## src/rtl/vf_nco_pkg.sv

```systemverilog
package vf_nco_pkg;
  localparam int unsigned LANE_W_DEF = 8;
  localparam int unsigned LANES = 2;
endpackage

```

## src/rtl/vf_word_reg.sv

```systemverilog
module vf_word_reg #(
  parameter int unsigned LANE_W = 8,
  parameter int unsigned LANES  = 2,
  localparam int unsigned WORD_W = LANE_W * LANES
) (
  input  logic              clk,
  input  logic              rst_n,
  input  logic [LANES-1:0]  lane_we,
  input  logic [LANE_W-1:0] lane_d,
  output logic [WORD_W-1:0] word_q
);
  for (genvar g = 0; g < LANES; g++) begin : g_lane
    logic [LANE_W-1:0] lane_next;
    logic [LANE_W-1:0] lane_q;

    always_comb begin
      lane_next = lane_q;
      if (lane_we[g]) lane_next = lane_d;
    end

    always_ff @(posedge clk or negedge rst_n) begin
      if (!rst_n) lane_q <= '0;
      else        lane_q <= lane_next;
    end

    assign word_q[g*LANE_W +: LANE_W] = lane_q;
  end
endmodule

```

## src/rtl/vf_step_fold.sv

```systemverilog
module vf_step_fold #(
  parameter int unsigned W = 16
) (
  input  logic [W-1:0] word,
  output logic [W-1:0] step
);
  // Upper half of the word range folds back to its two's complement.
  always_comb begin
    if (word[W-1]) step = (~word) + {{(W-1){1'b0}}, 1'b1};
    else           step = word;
  end
endmodule

```

## src/rtl/vf_phase_acc.sv

```systemverilog
module vf_phase_acc #(
  parameter int unsigned W = 16
) (
  input  logic         clk,
  input  logic         rst_n,
  input  logic         run_en,
  input  logic [W-1:0] step,
  output logic [W-1:0] phase_q
);
  logic [W-1:0] phase_next;

  always_comb begin
    if (run_en) phase_next = phase_q + step;
    else        phase_next = '0;
  end

  always_ff @(posedge clk or negedge rst_n) begin
    if (!rst_n) phase_q <= '0;
    else        phase_q <= phase_next;
  end
endmodule

```

## src/rtl/vf_edge_tick.sv

```systemverilog
module vf_edge_tick (
  input  logic clk,
  input  logic rst_n,
  input  logic level,
  output logic tick
);
  logic level_q;

  always_ff @(posedge clk or negedge rst_n) begin
    if (!rst_n) level_q <= 1'b0;
    else        level_q <= level;
  end

  assign tick = level & ~level_q;
endmodule

```

## src/rtl/vf_nco.sv

```systemverilog
module vf_nco #(
  parameter int unsigned LANE_W = vf_nco_pkg::LANE_W_DEF,
  localparam int unsigned ACC_W = LANE_W * vf_nco_pkg::LANES
) (
  input  logic              clk,
  input  logic              rst_n,
  input  logic              run_en,
  input  logic              hi_we,
  input  logic              lo_we,
  input  logic [LANE_W-1:0] byte_in,
  output logic              sq_out,
  output logic              rise_tick
);
  logic [1:0]       rst_sync;
  logic             rst_n_s;
  logic [ACC_W-1:0] word_q;
  logic [ACC_W-1:0] step;
  logic [ACC_W-1:0] phase_q;

  // Asynchronous assertion, synchronous release.
  always_ff @(posedge clk or negedge rst_n) begin
    if (!rst_n) rst_sync <= 2'b00;
    else        rst_sync <= {rst_sync[0], 1'b1};
  end
  assign rst_n_s = rst_sync[1];

  vf_word_reg #(.LANE_W(LANE_W), .LANES(vf_nco_pkg::LANES)) u_word (
    .clk     (clk),
    .rst_n   (rst_n_s),
    .lane_we ({hi_we, lo_we}),
    .lane_d  (byte_in),
    .word_q  (word_q)
  );

  vf_step_fold #(.W(ACC_W)) u_fold (
    .word (word_q),
    .step (step)
  );

  vf_phase_acc #(.W(ACC_W)) u_acc (
    .clk     (clk),
    .rst_n   (rst_n_s),
    .run_en  (run_en),
    .step    (step),
    .phase_q (phase_q)
  );

  assign sq_out = phase_q[ACC_W-1];

  vf_edge_tick u_tick (
    .clk   (clk),
    .rst_n (rst_n_s),
    .level (sq_out),
    .tick  (rise_tick)
  );
endmodule

```

## config.mk

```make
export PLATFORM = sky130hd
export DESIGN_NAME = vf_nco
export DESIGN_NICKNAME = d
export VERILOG_FILES = /design/src/rtl/vf_nco_pkg.sv /design/src/rtl/vf_word_reg.sv /design/src/rtl/vf_step_fold.sv /design/src/rtl/vf_phase_acc.sv /design/src/rtl/vf_edge_tick.sv /design/src/rtl/vf_nco.sv
export SDC_FILE = /design/constraint.sdc
export NUM_CORES = 1
export LEC_CHECK = 0
export BUFFER_PORTS_ARGS = -buffer_cell sky130_fd_sc_hd__buf_2
export CORE_ASPECT_RATIO = 0.9
export CORE_MARGIN = 2
export CORE_UTILIZATION = 50
export DETAILED_ROUTE_END_ITERATION = 7
export GPL_ROUTABILITY_DRIVEN = 0
export HOLD_SLACK_MARGIN = 0.08
export PLACE_DENSITY = 0.7
export SETUP_SLACK_MARGIN = 0.5
export SLEW_MARGIN = 20
export SYNTH_ARGS = -nofsm -noshare
export SYNTH_HDL_FRONTEND = slang
export SYNTH_HIERARCHICAL = 1
export SYNTH_SLANG_ARGS = --single-unit
```

## constraint.sdc

```tcl
create_clock -name clk -period 1.1 [get_ports clk]
set_input_delay 0.055 -clock clk [delete_from_list [all_inputs] [get_ports clk]]
set_output_delay 0.055 -clock clk [all_outputs]
set_load 0.005 [all_outputs]
```

======== After elaboration in Yosys (flattened, before gate mapping) ========
Index checks and enable logic that the tools add are counted.
storage, ports and cells
  word-level logic and storage cells ...... 12
  output and inout port bits .............. 2
  flip-flop bits (word level) ............. 35
operators by class
  add/subtract/negate cells ............... 2
  bitwise operators ....................... 3
  multiplexer cells ....................... 2
operators by type and width
  cell                   count
  $mux 16                2
  $add 16x1->16 const B  1
  $add 16x16->16         1
  $not 16->16            1
  $and 1x1->1            1
  $not 1->1              1

======== Logic depth before layout (Yosys ltp) ========
Gate-level depths: netlist of the first run.
  depth after elaboration ................. 5
  depth in mapped cells ................... 12

======== Hierarchy ========
Netlist of the first run, hierarchy kept.
by module, submodules not included
  module        area an instance (µm²)  times used  cells each
  vf_phase_acc  1221.2                  1           128
  vf_word_reg   663.1                   1           34
  vf_step_fold  365.4                   1           48
  vf_nco        53.8                    1           3
  vf_edge_tick  38.8                    1           2

======== Worst setup path before layout of the first run ========
OpenSTA, ideal clock, no wires.
  path kind ............................... register to register
  start point ............................. register u_word.g_lane[0].lane_q[0]
  end point ............................... register u_acc.phase_q[14]
  slack ................................... -1848 ps
  required time ........................... 1021 ps
  arrival time ............................ 2868 ps
  cell stages (with the launch flop) ...... 13
  path through ............................ dfrtp_1 > inv_1 > ha_1 > or3b_1 > clkbuf_1 > o41ai_1 > xnor2_1 > ha_1 > and4_1 > a221oi_2 > a32oi_1 > a41oi_1 > mux2i_1
between the ends
  word-level cells in the longest chain between the ends .. 5
ends and longest elaborated chain
  item                      RTL line            text
  start: declaration        vf_word_reg.sv:14   logic [LANE_W-1:0] lane_q;
  start signal: assignment  vf_word_reg.sv:23   else lane_q <= lane_next;
  $not 16->16               vf_step_fold.sv:9   if (word[W-1]) step = (~word) + {{(W-1){1'b0}}, 1'b1};
  $add 16x1->16             vf_step_fold.sv:9
  $mux 16                   vf_step_fold.sv:9
  via step[8]               vf_nco.sv:17        logic [ACC_W-1:0] step;
  $add 16x16->16            vf_phase_acc.sv:13  if (run_en) phase_next = phase_q + step;
  $mux 16                   vf_phase_acc.sv:13
  via u_acc.phase_next[14]  vf_phase_acc.sv:10  logic [W-1:0] phase_next;
  end signal: assignment    vf_phase_acc.sv:19  else phase_q <= phase_next;
  end: declaration          vf_phase_acc.sv:8   output logic [W-1:0] phase_q
The timed path passes the listed nets, and every way through them passes these cells.
A chain may end at the register's enable or synchronous reset.

======== Worst setup path in the final report of the first run ========
Ends and elaborated chain as after synthesis.

==> impl_metrics.xml, run 1 <==
<?xml version="1.0" encoding="UTF-8"?>
<metrics>
  <group name="global_routing">
    <metric name="antenna_found_initial" unit="">0</metric>
    <metric name="overflow" unit="">0</metric>
    <metric name="vias_in_the_first_global_route" unit="">2084</metric>
    <metric name="grt_first_pass_wirelength" unit="µm">10000</metric>
    <metric name="grt_start_max_net_pins" unit="">22</metric>
    <metric name="global_route.usage.total" unit="%">25.7</metric>
  </group>
  <group name="logic_synthesis">
    <metric name="synth_enable_flop_cells" unit="">0</metric>
    <metric name="synth.top_cells.by_area" unit="">sky130_fd_sc_hd__dfrtp_1 37%, sky130_fd_sc_hd__mux2_4 10%, sky130_fd_sc_hd__ha_1 8.5%</metric>
    <metric name="ys_ff_latch" unit="">35</metric>
    <metric name="postSynthCellCount" unit="">215</metric>
    <metric name="async_flop_share" unit="%">100</metric>
    <metric name="yosysSeqAreaShare" unit="%">37.4</metric>
    <metric name="synth_area_per_cell" unit="µm²">10.9</metric>
    <metric name="synth-main-ff-cell" unit="">sky130_fd_sc_hd__dfrtp_1</metric>
    <metric name="mappedNetlistNets" unit="">245</metric>
    <metric name="synth.lib_cells_used.distinct" unit="">53</metric>
    <metric name="synth.most_common_cell" unit="">sky130_fd_sc_hd__dfrtp_1</metric>
    <metric name="synthDominantAreaCellType" unit="">sky130_fd_sc_hd__dfrtp_1</metric>
    <metric name="yosys-top-cells-count" unit="">35 x sky130_fd_sc_hd__dfrtp_1, 16 x sky130_fd_sc_hd__ha_1, 16 x sky130_fd_sc_hd__mux2_4, 16 x sky130_fd_sc_hd__nand2_1, 16 x sky130_fd_sc_hd__xnor2_1</metric>
    <metric name="synth_largest_type_area_fraction" unit="%">37.4</metric>
    <metric name="syn_area" unit="mm²">0.00234</metric>
    <metric name="yosys_warnings" unit="">6</metric>
  </group>
  <group name="timing">
    <metric name="min_period_over_period" unit="%">273</metric>
    <metric name="clock_skew" unit="ns">0.00310</metric>
    <metric name="timing.fmax" unit="GHz">0.333</metric>
    <metric name="hold_slack" unit="ns">0.0159</metric>
    <metric name="final.min_clock_period" unit="ns">3.00</metric>
    <metric name="final-max-slew-violation-count" unit="">0</metric>
    <metric name="finalHoldViolCount" unit="">0</metric>
    <metric name="rsz0062_at_grt" unit="">true</metric>
    <metric name="setup_viol_count_final" unit="">17</metric>
    <metric name="setup_slack" unit="ns">-1.90</metric>
  </group>
  <group name="route">
    <metric name="drt-total-wl" unit="µm">7330</metric>
    <metric name="antenna_violating_nets_post_route" unit="">0</metric>
    <metric name="drt_pre_antenna_iters" unit="">5</metric>
    <metric name="drt-initial-drc-count" unit="">251</metric>
    <metric name="num_vias" unit="">2124</metric>
    <metric name="viasPerCell" unit="">5.80</metric>
    <metric name="drc" unit="">0</metric>
    <metric name="wl_per_cell" unit="µm">20.0</metric>
  </group>
  <group name="die">
    <metric name="initial_utilization" unit="%">52.2</metric>
    <metric name="placement_rows" unit="">23</metric>
    <metric name="die_height" unit="µm">68.9</metric>
    <metric name="top_level_ports" unit="">15</metric>
    <metric name="die_width" unit="µm">76.1</metric>
    <metric name="design.die.area" unit="mm²">0.00525</metric>
    <metric name="core" unit="mm²">0.00449</metric>
  </group>
  <group name="cells_and_area">
    <metric name="stdcell_area" unit="mm²">0.00350</metric>
    <metric name="register_area" unit="µm²">881</metric>
    <metric name="final_net_count" unit="">333</metric>
    <metric name="drive_gt1_share" unit="%">54.6</metric>
    <metric name="num-fill-cells" unit="">257</metric>
    <metric name="antenna_diode_count" unit="">0</metric>
    <metric name="synthToLayoutAreaGrowth" unit="%">49.6</metric>
    <metric name="final_core_utilization" unit="%">78.0</metric>
    <metric name="multiInputGateArea" unit="mm²">0.00168</metric>
  </group>
  <group name="power_and_ir_drop">
    <metric name="peakVddDrop" unit="mV">1.29</metric>
    <metric name="totalPowerFinal" unit="µW">7470</metric>
    <metric name="powerDensity" unit="mW/mm²">2130</metric>
    <metric name="leakage_power" unit="µW">0.00169</metric>
  </group>
  <group name="place">
    <metric name="dpl.hpwl" unit="µm">3920</metric>
    <metric name="detailedPlace.worstSlack" unit="ns">-1.81</metric>
    <metric name="buffer_ports.inserted" unit="">14</metric>
    <metric name="dpl-instance-area" unit="mm²">0.00295</metric>
  </group>
  <group name="clock_tree">
    <metric name="cts-root-to-sink-buffers" unit="">2</metric>
    <metric name="tritoncts_clock_tree" unit="">built</metric>
    <metric name="cts.clk_slew.worst_paths" unit="ns">0.07</metric>
    <metric name="worstSkewPairLatency" unit="ns">0.29</metric>
    <metric name="postCtsHoldBufs" unit="">1</metric>
    <metric name="numCtsBuffers" unit="">5</metric>
    <metric name="clockRootBuffer" unit="">sky130_fd_sc_hd__clkbuf_8</metric>
    <metric name="ctsHtreeMaxLevel" unit="">2</metric>
    <metric name="tritoncts_num_sinks" unit="">35</metric>
  </group>
  <group name="critical_path">
    <metric name="critical_path_required_time" unit="ns">1.32</metric>
    <metric name="critPathArrivalTime" unit="ns">3.22</metric>
    <metric name="crit_path_max_fanout" unit="">4</metric>
    <metric name="reg2reg_depth" unit="">11</metric>
    <metric name="timing.reg2reg.setup_slack" unit="ns">-1.90</metric>
    <metric name="regToRegStartpoint" unit="">u_word/g_lane[0].lane_q[0]</metric>
    <metric name="setup.worst_path.start_class" unit="">flop</metric>
    <metric name="critPathKind" unit="">flop to flop</metric>
    <metric name="critPathCaptureType" unit="">flop</metric>
    <metric name="worst_r2r_dst" unit="">u_acc/phase_q[14]</metric>
  </group>
  <group name="status">
    <metric name="outcome" unit="">complete, but fails checks</metric>
    <metric name="violations" unit="">setup timing</metric>
  </group>
  <group name="worst_hold_path">
    <metric name="hp-class" unit="">input port to flop</metric>
    <metric name="timing.hold.worst_endpoint" unit="">u_word/g_lane[1].lane_q[7]</metric>
    <metric name="min_delay_path_depth" unit="">2</metric>
    <metric name="holdCritStartpoint" unit="">byte_in[7]</metric>
  </group>
  <group name="flow_run">
    <metric name="max_cap_viol_count" unit="">0</metric>
  </group>
</metrics>
-- routing by layer --
layer | vias to the layer above | share of wire [%] | wire (µm) | GRT usage [%]
met3 | 25 | 6.5 | 474 | 4.69
met1 | 1049 | 41 | 3030 | 30.1
met4 | 0 | 2.9 | 211 | 11.6
met5 | - | 0 | 0 | 0
met2 | 98 | 49 | 3610 | 47.3
li1 | 952 | - | - | -
-- worst max-delay path by stage --
stage                          startpoint           endpoint  slack (ns)  depth (start not counted)
6_report       u_word/g_lane[0].lane_q[0]  u_acc/phase_q[14]       -1.90                         11
5_1_grt        u_word/g_lane[0].lane_q[0]  u_acc/phase_q[15]       -2.01                         11
4_1_cts        u_word/g_lane[0].lane_q[1]  u_acc/phase_q[14]       -1.78                         10
3_5_place_dp   u_word/g_lane[0].lane_q[0]  u_acc/phase_q[14]       -1.81                         10
3_3_place_gp   u_word/g_lane[0].lane_q[1]  u_acc/phase_q[14]       -1.77                         11
2_1_floorplan  u_word/g_lane[1].lane_q[1]  u_acc/phase_q[14]       -1.75                         10
-- metrics by stage --
stage	std cells	TNS, ns
after detailed placement	343	-21.43
after global routing	366	-24.01
after CTS	359	-20.98
final	366	-22.71
after floorplan	215	-18.48
after global placement	343	-20.73
-- critical path: stages (launching register included) --
cell and delay (ns):
sky130_fd_sc_hd__dfrtp_1 0.42, sky130_fd_sc_hd__inv_2 0.09, sky130_fd_sc_hd__ha_4 0.13, sky130_fd_sc_hd__or3b_4 0.43
sky130_fd_sc_hd__o41ai_4 0.37, sky130_fd_sc_hd__xnor2_1 0.18, sky130_fd_sc_hd__ha_1 0.29, sky130_fd_sc_hd__and4_4 0.20
sky130_fd_sc_hd__a221oi_4 0.25, sky130_fd_sc_hd__a32oi_1 0.13, sky130_fd_sc_hd__a41oi_1 0.23, sky130_fd_sc_hd__mux2i_1 0.21
-- registers in the layout, summed over array words and instances, names as in the netlist --
name                  cells
u_word/g_lane.lane_q     16
u_tick/level_q            1
u_acc/phase_q            16
rst_sync                  2
-- timing repair --
| action | CTS | global route |
|---|---|---|
| setup endpoints to repair | 67 | 35 |
| gates cloned | 0 | 0 |
| buffers inserted | 7 | 7 |
| resized for setup | 33 | 33 |
| pin swaps | 12 | 22 |
| endpoints found under the hold margin | 18 | 16 |
-- power by group --
part           switching [µW]  total [µW]  internal (µW)
Combinational            2190        4690           2500
Clock                     480         985            506
Sequential                209        1800           1590
Total                    2880        7470           4590
-- layout by cell type (no fill, tap or decap), drive strengths merged, types with 4 or more instances in the layout --
cell type and count:
buf 90, dfrtp 35, mux2 16, nand2 16
ha 16, xnor2 16, a21oi 11, o21ai 8
clkbuf 7, and2 7, nand2b 6, nor2 6
mux2i 6, inv 6, o41ai 5, or3 4
o31ai 4
-- cells by family after synthesis --
kind of cell / count (synthesis) / synth area share, %
flip-flops: 35 / 37.4
adder cells (fa/ha/maj): 17 / 9.40
buffers and inverters: 16 / 3.42
AO/OA/AOI/OAI: 46 / 15.4
XOR/XNOR: 19 / 7.10
AND/OR/NAND/NOR: 59 / 14.3
multiplexers: 22 / 12.8
other: 1 / 0.160
-- final cells by class --
class	instances	share of cell area, %
Sequential cell	35	25.1
Multi-Input combinational cell	164	48.0
Tap cell	62	2.21
Clock buffer	7	2.46
Inverter	6	0.643
Clock inverter	1	0.143
Timing Repair Buffer	91	21.4
(Power assumes the default switching activity.)
==> run 2, diff against run 1 <==
--- a/config.mk
+++ b/config.mk
@@ -14,6 +14,7 @@
 export HOLD_SLACK_MARGIN = 0.08
 export PLACE_DENSITY = 0.7
 export SETUP_SLACK_MARGIN = 0.5
+export SKIP_LAST_GASP = 1
 export SLEW_MARGIN = 20
 export SYNTH_ARGS = -nofsm -noshare
 export SYNTH_HDL_FRONTEND = slang
==> constraint.sdc (replaced) <==
create_clock -name clk -period 1.1 [get_ports clk]
set_input_delay 0.275 -clock clk [delete_from_list [all_inputs] [get_ports clk]]
set_output_delay 0.275 -clock clk [all_outputs]
set_load 0.005 [all_outputs]
==> run 2 against run 1 <==
  * The run still ends with setup timing left
  * Maximum frequency is 3.0% lower
  * Flip-flop and latch count stayed put
  * Die area stayed put
  * Largest power group unchanged
  * Critical path depth is 1 lower
  * Critical path type unchanged
  * Sequential power hardly changed
  * Hold slack better by 0.21 ns
  * Core utilization is 0.81 points higher
==> impl_metrics.xml, run 2 (synthesized netlist as in run 1, its figures left out) <==
<?xml version="1.0" encoding="UTF-8"?>
<metrics>
  <group name="status">
    <metric name="outcome" unit="">complete, but fails checks</metric>
    <metric name="violations" unit="">setup timing</metric>
  </group>
  <group name="cells_and_area">
    <metric name="reg_top3" unit="">u_acc/phase_q x16, u_word/g_lane.lane_q x16, rst_sync x2</metric>
    <metric name="synthToLayoutAreaGrowth" unit="%">51.1</metric>
    <metric name="drive_gt1_share" unit="%">57.1</metric>
    <metric name="layout_commonest_cell" unit="">sky130_fd_sc_hd__buf_4</metric>
    <metric name="antenna_diode_count" unit="">0</metric>
    <metric name="layout.cells.most_common_list" unit="">59 x sky130_fd_sc_hd__buf_4, 33 x sky130_fd_sc_hd__dfrtp_1, 21 x sky130_fd_sc_hd__buf_6</metric>
    <metric name="final_net_count" unit="">341</metric>
  </group>
  <group name="clock_tree">
    <metric name="cts-root-to-sink-buffers" unit="">2</metric>
    <metric name="cts.clk_slew.worst_paths" unit="ns">0.08</metric>
    <metric name="clockRootBuffer" unit="">sky130_fd_sc_hd__clkbuf_8</metric>
    <metric name="numCtsBuffers" unit="">5</metric>
    <metric name="tritoncts_clock_tree" unit="">built</metric>
    <metric name="tritoncts_num_sinks" unit="">35</metric>
    <metric name="ctsHtreeMaxLevel" unit="">2</metric>
    <metric name="worstSkewPairLatency" unit="ns">0.29</metric>
  </group>
  <group name="place">
    <metric name="buffer_ports.inserted" unit="">14</metric>
    <metric name="dpl.hpwl" unit="µm">3870</metric>
  </group>
  <group name="timing">
    <metric name="clock_skew" unit="ns">0.00875</metric>
    <metric name="rsz0062_at_grt" unit="">true</metric>
    <metric name="timing.fmax" unit="GHz">0.323</metric>
    <metric name="setup_slack" unit="ns">-1.99</metric>
    <metric name="final-max-slew-violation-count" unit="">0</metric>
    <metric name="final.min_clock_period" unit="ns">3.09</metric>
    <metric name="setup_tns" unit="ns">-23.87</metric>
    <metric name="finalHoldViolCount" unit="">0</metric>
    <metric name="min_period_over_period" unit="%">281</metric>
    <metric name="setup_viol_count_final" unit="">18</metric>
  </group>
  <group name="global_routing">
    <metric name="global_route.usage.total" unit="%">23.8</metric>
    <metric name="antenna_found_initial" unit="">0</metric>
    <metric name="overflow" unit="">0</metric>
    <metric name="grt_start_max_net_pins" unit="">22</metric>
    <metric name="grt_first_pass_wirelength" unit="µm">9470</metric>
    <metric name="vias_in_the_first_global_route" unit="">1962</metric>
  </group>
  <group name="route">
    <metric name="drt_pre_antenna_iters" unit="">5</metric>
    <metric name="viasPerCell" unit="">5.77</metric>
    <metric name="drt-initial-drc-count" unit="">197</metric>
    <metric name="num_vias" unit="">2159</metric>
    <metric name="wl_per_cell" unit="µm">21.2</metric>
    <metric name="antenna_violating_nets_post_route" unit="">0</metric>
    <metric name="drc" unit="">0</metric>
    <metric name="drt-total-wl" unit="µm">7940</metric>
  </group>
  <group name="die">
    <metric name="placement_rows" unit="">23</metric>
    <metric name="die_width" unit="µm">76.1</metric>
    <metric name="design.die.area" unit="mm²">0.00525</metric>
    <metric name="top_level_ports" unit="">15</metric>
    <metric name="initial_utilization" unit="%">52.2</metric>
    <metric name="core" unit="mm²">0.00449</metric>
    <metric name="die_height" unit="µm">68.9</metric>
  </group>
  <group name="critical_path">
    <metric name="critical_path_cell_count" unit="">10</metric>
    <metric name="timing.critical_path.slowest_cell_delay" unit="ns">0.59</metric>
    <metric name="crit_path_max_fanout" unit="">4</metric>
    <metric name="critical_path_required_time" unit="ns">1.32</metric>
    <metric name="critPathCaptureType" unit="">flop</metric>
    <metric name="timing.critical_path.cells" unit="">or4_4 -&gt; buf_4 -&gt; o41ai_4 -&gt; xnor2_1 -&gt; ha_1 -&gt; a21oi_2 -&gt; o21ai_1 -&gt; a21oi_1 -&gt; o41a_1 -&gt; mux2i_1</metric>
    <metric name="critPathArrivalTime" unit="ns">3.31</metric>
    <metric name="setup.worst_path.start_class" unit="">flop</metric>
    <metric name="path_delay_family" unit="">compound AO/OA/AOI/OAI gates</metric>
    <metric name="worst-path-buf-inv" unit="">1</metric>
    <metric name="critPathKind" unit="">flop to flop</metric>
    <metric name="reg2reg_depth" unit="">10</metric>
    <metric name="critPathSlowestCell" unit="">sky130_fd_sc_hd__or4_4</metric>
  </group>
  <group name="flow_run">
    <metric name="max_cap_viol_count" unit="">0</metric>
  </group>
  <group name="worst_hold_path">
    <metric name="min_delay_path_depth" unit="">2</metric>
    <metric name="hp-class" unit="">input port to flop</metric>
  </group>
  <group name="power_and_ir_drop">
    <metric name="totalPowerFinal" unit="µW">7660</metric>
    <metric name="leakage_power" unit="µW">0.00170</metric>
    <metric name="peakVddDrop" unit="mV">1.12</metric>
    <metric name="powerDensity" unit="mW/mm²">2170</metric>
  </group>
</metrics>
==> run 2: metal layers <==
| metal | global-route usage (%) | up-vias | wire [µm] |
|---|---|---|---|
| li1 | - | 962 | - |
| met5 | 0 | - | 0 |
| met2 | 40.7 | 98 | 4010 |
| met4 | 11.4 | 0 | 279 |
| met1 | 29.6 | 1072 | 3200 |
| met3 | 5.21 | 27 | 451 |
==> run 2: layout make-up <==
cell class	count	area, µm²
clock buffer	6	72.6
clock inverter	2	12.5
fill	256	950
inverter	6	22.5
multi-input combinational	164	1640
sequential	35	881
tap	62	77.6
timing repair buffer	99	835
==> run 2: metrics by stage <==
| stage | std cells | worst slack, ns | cell area (µm²) | hold slack [ns] | utilization, % |
|---|---|---|---|---|---|
| floorplan | 215 | -1.75 | 2410 | -0.0206 | - |
| detailed placement | 346 | -1.90 | 2980 | 0.0631 | 66.4 |
| global placement | 346 | -1.80 | 2980 | 0.0597 | 66.4 |
| CTS | 366 | -1.78 | 3350 | 0.226 | 74.6 |
| global route | 374 | -2.05 | 3540 | 0.216 | 78.8 |
| finish | 374 | -1.99 | 3540 | 0.227 | 78.8 |
==> run 2: where the power goes <==
group / switching (µW) / leakage (µW) / internal [µW]
Combinational: 2290 / 0.00123 / 2630
Sequential: 206 / 0.000428 / 1590
Clock: 517 / 0.0000412 / 443
==> run 2: repair_timing <==
item | 4_1_cts | 5_1_grt
pin swaps | 15 | 23
endpoints found under the hold margin | 2 | 0
resized for setup | 42 | 29
gates cloned | 0 | 0
setup buffers | 11 | 8
endpoints found under the setup margin | 67 | 35
hold buffers | 1 | 0
==> run 2: path summary, 6_finish.rpt <==
check	start	endpoint	slack [ns]
setup / recovery	u_word/g_lane[1].lane_q[1]	u_acc/phase_q[15]	-1.99
hold / removal	byte_in[5]	u_word/g_lane[1].lane_q[5]	0.23
setup reg to reg	u_word/g_lane[1].lane_q[1]	u_acc/phase_q[15]	-1.99
hold reg to reg	rst_sync[1]	u_word/g_lane[0].lane_q[2]	0.26
max in group asynchronous	rst_sync[1]	u_word/g_lane[1].lane_q[4]	0.68
min in group asynchronous	rst_sync[1]	u_word/g_lane[0].lane_q[2]	0.26
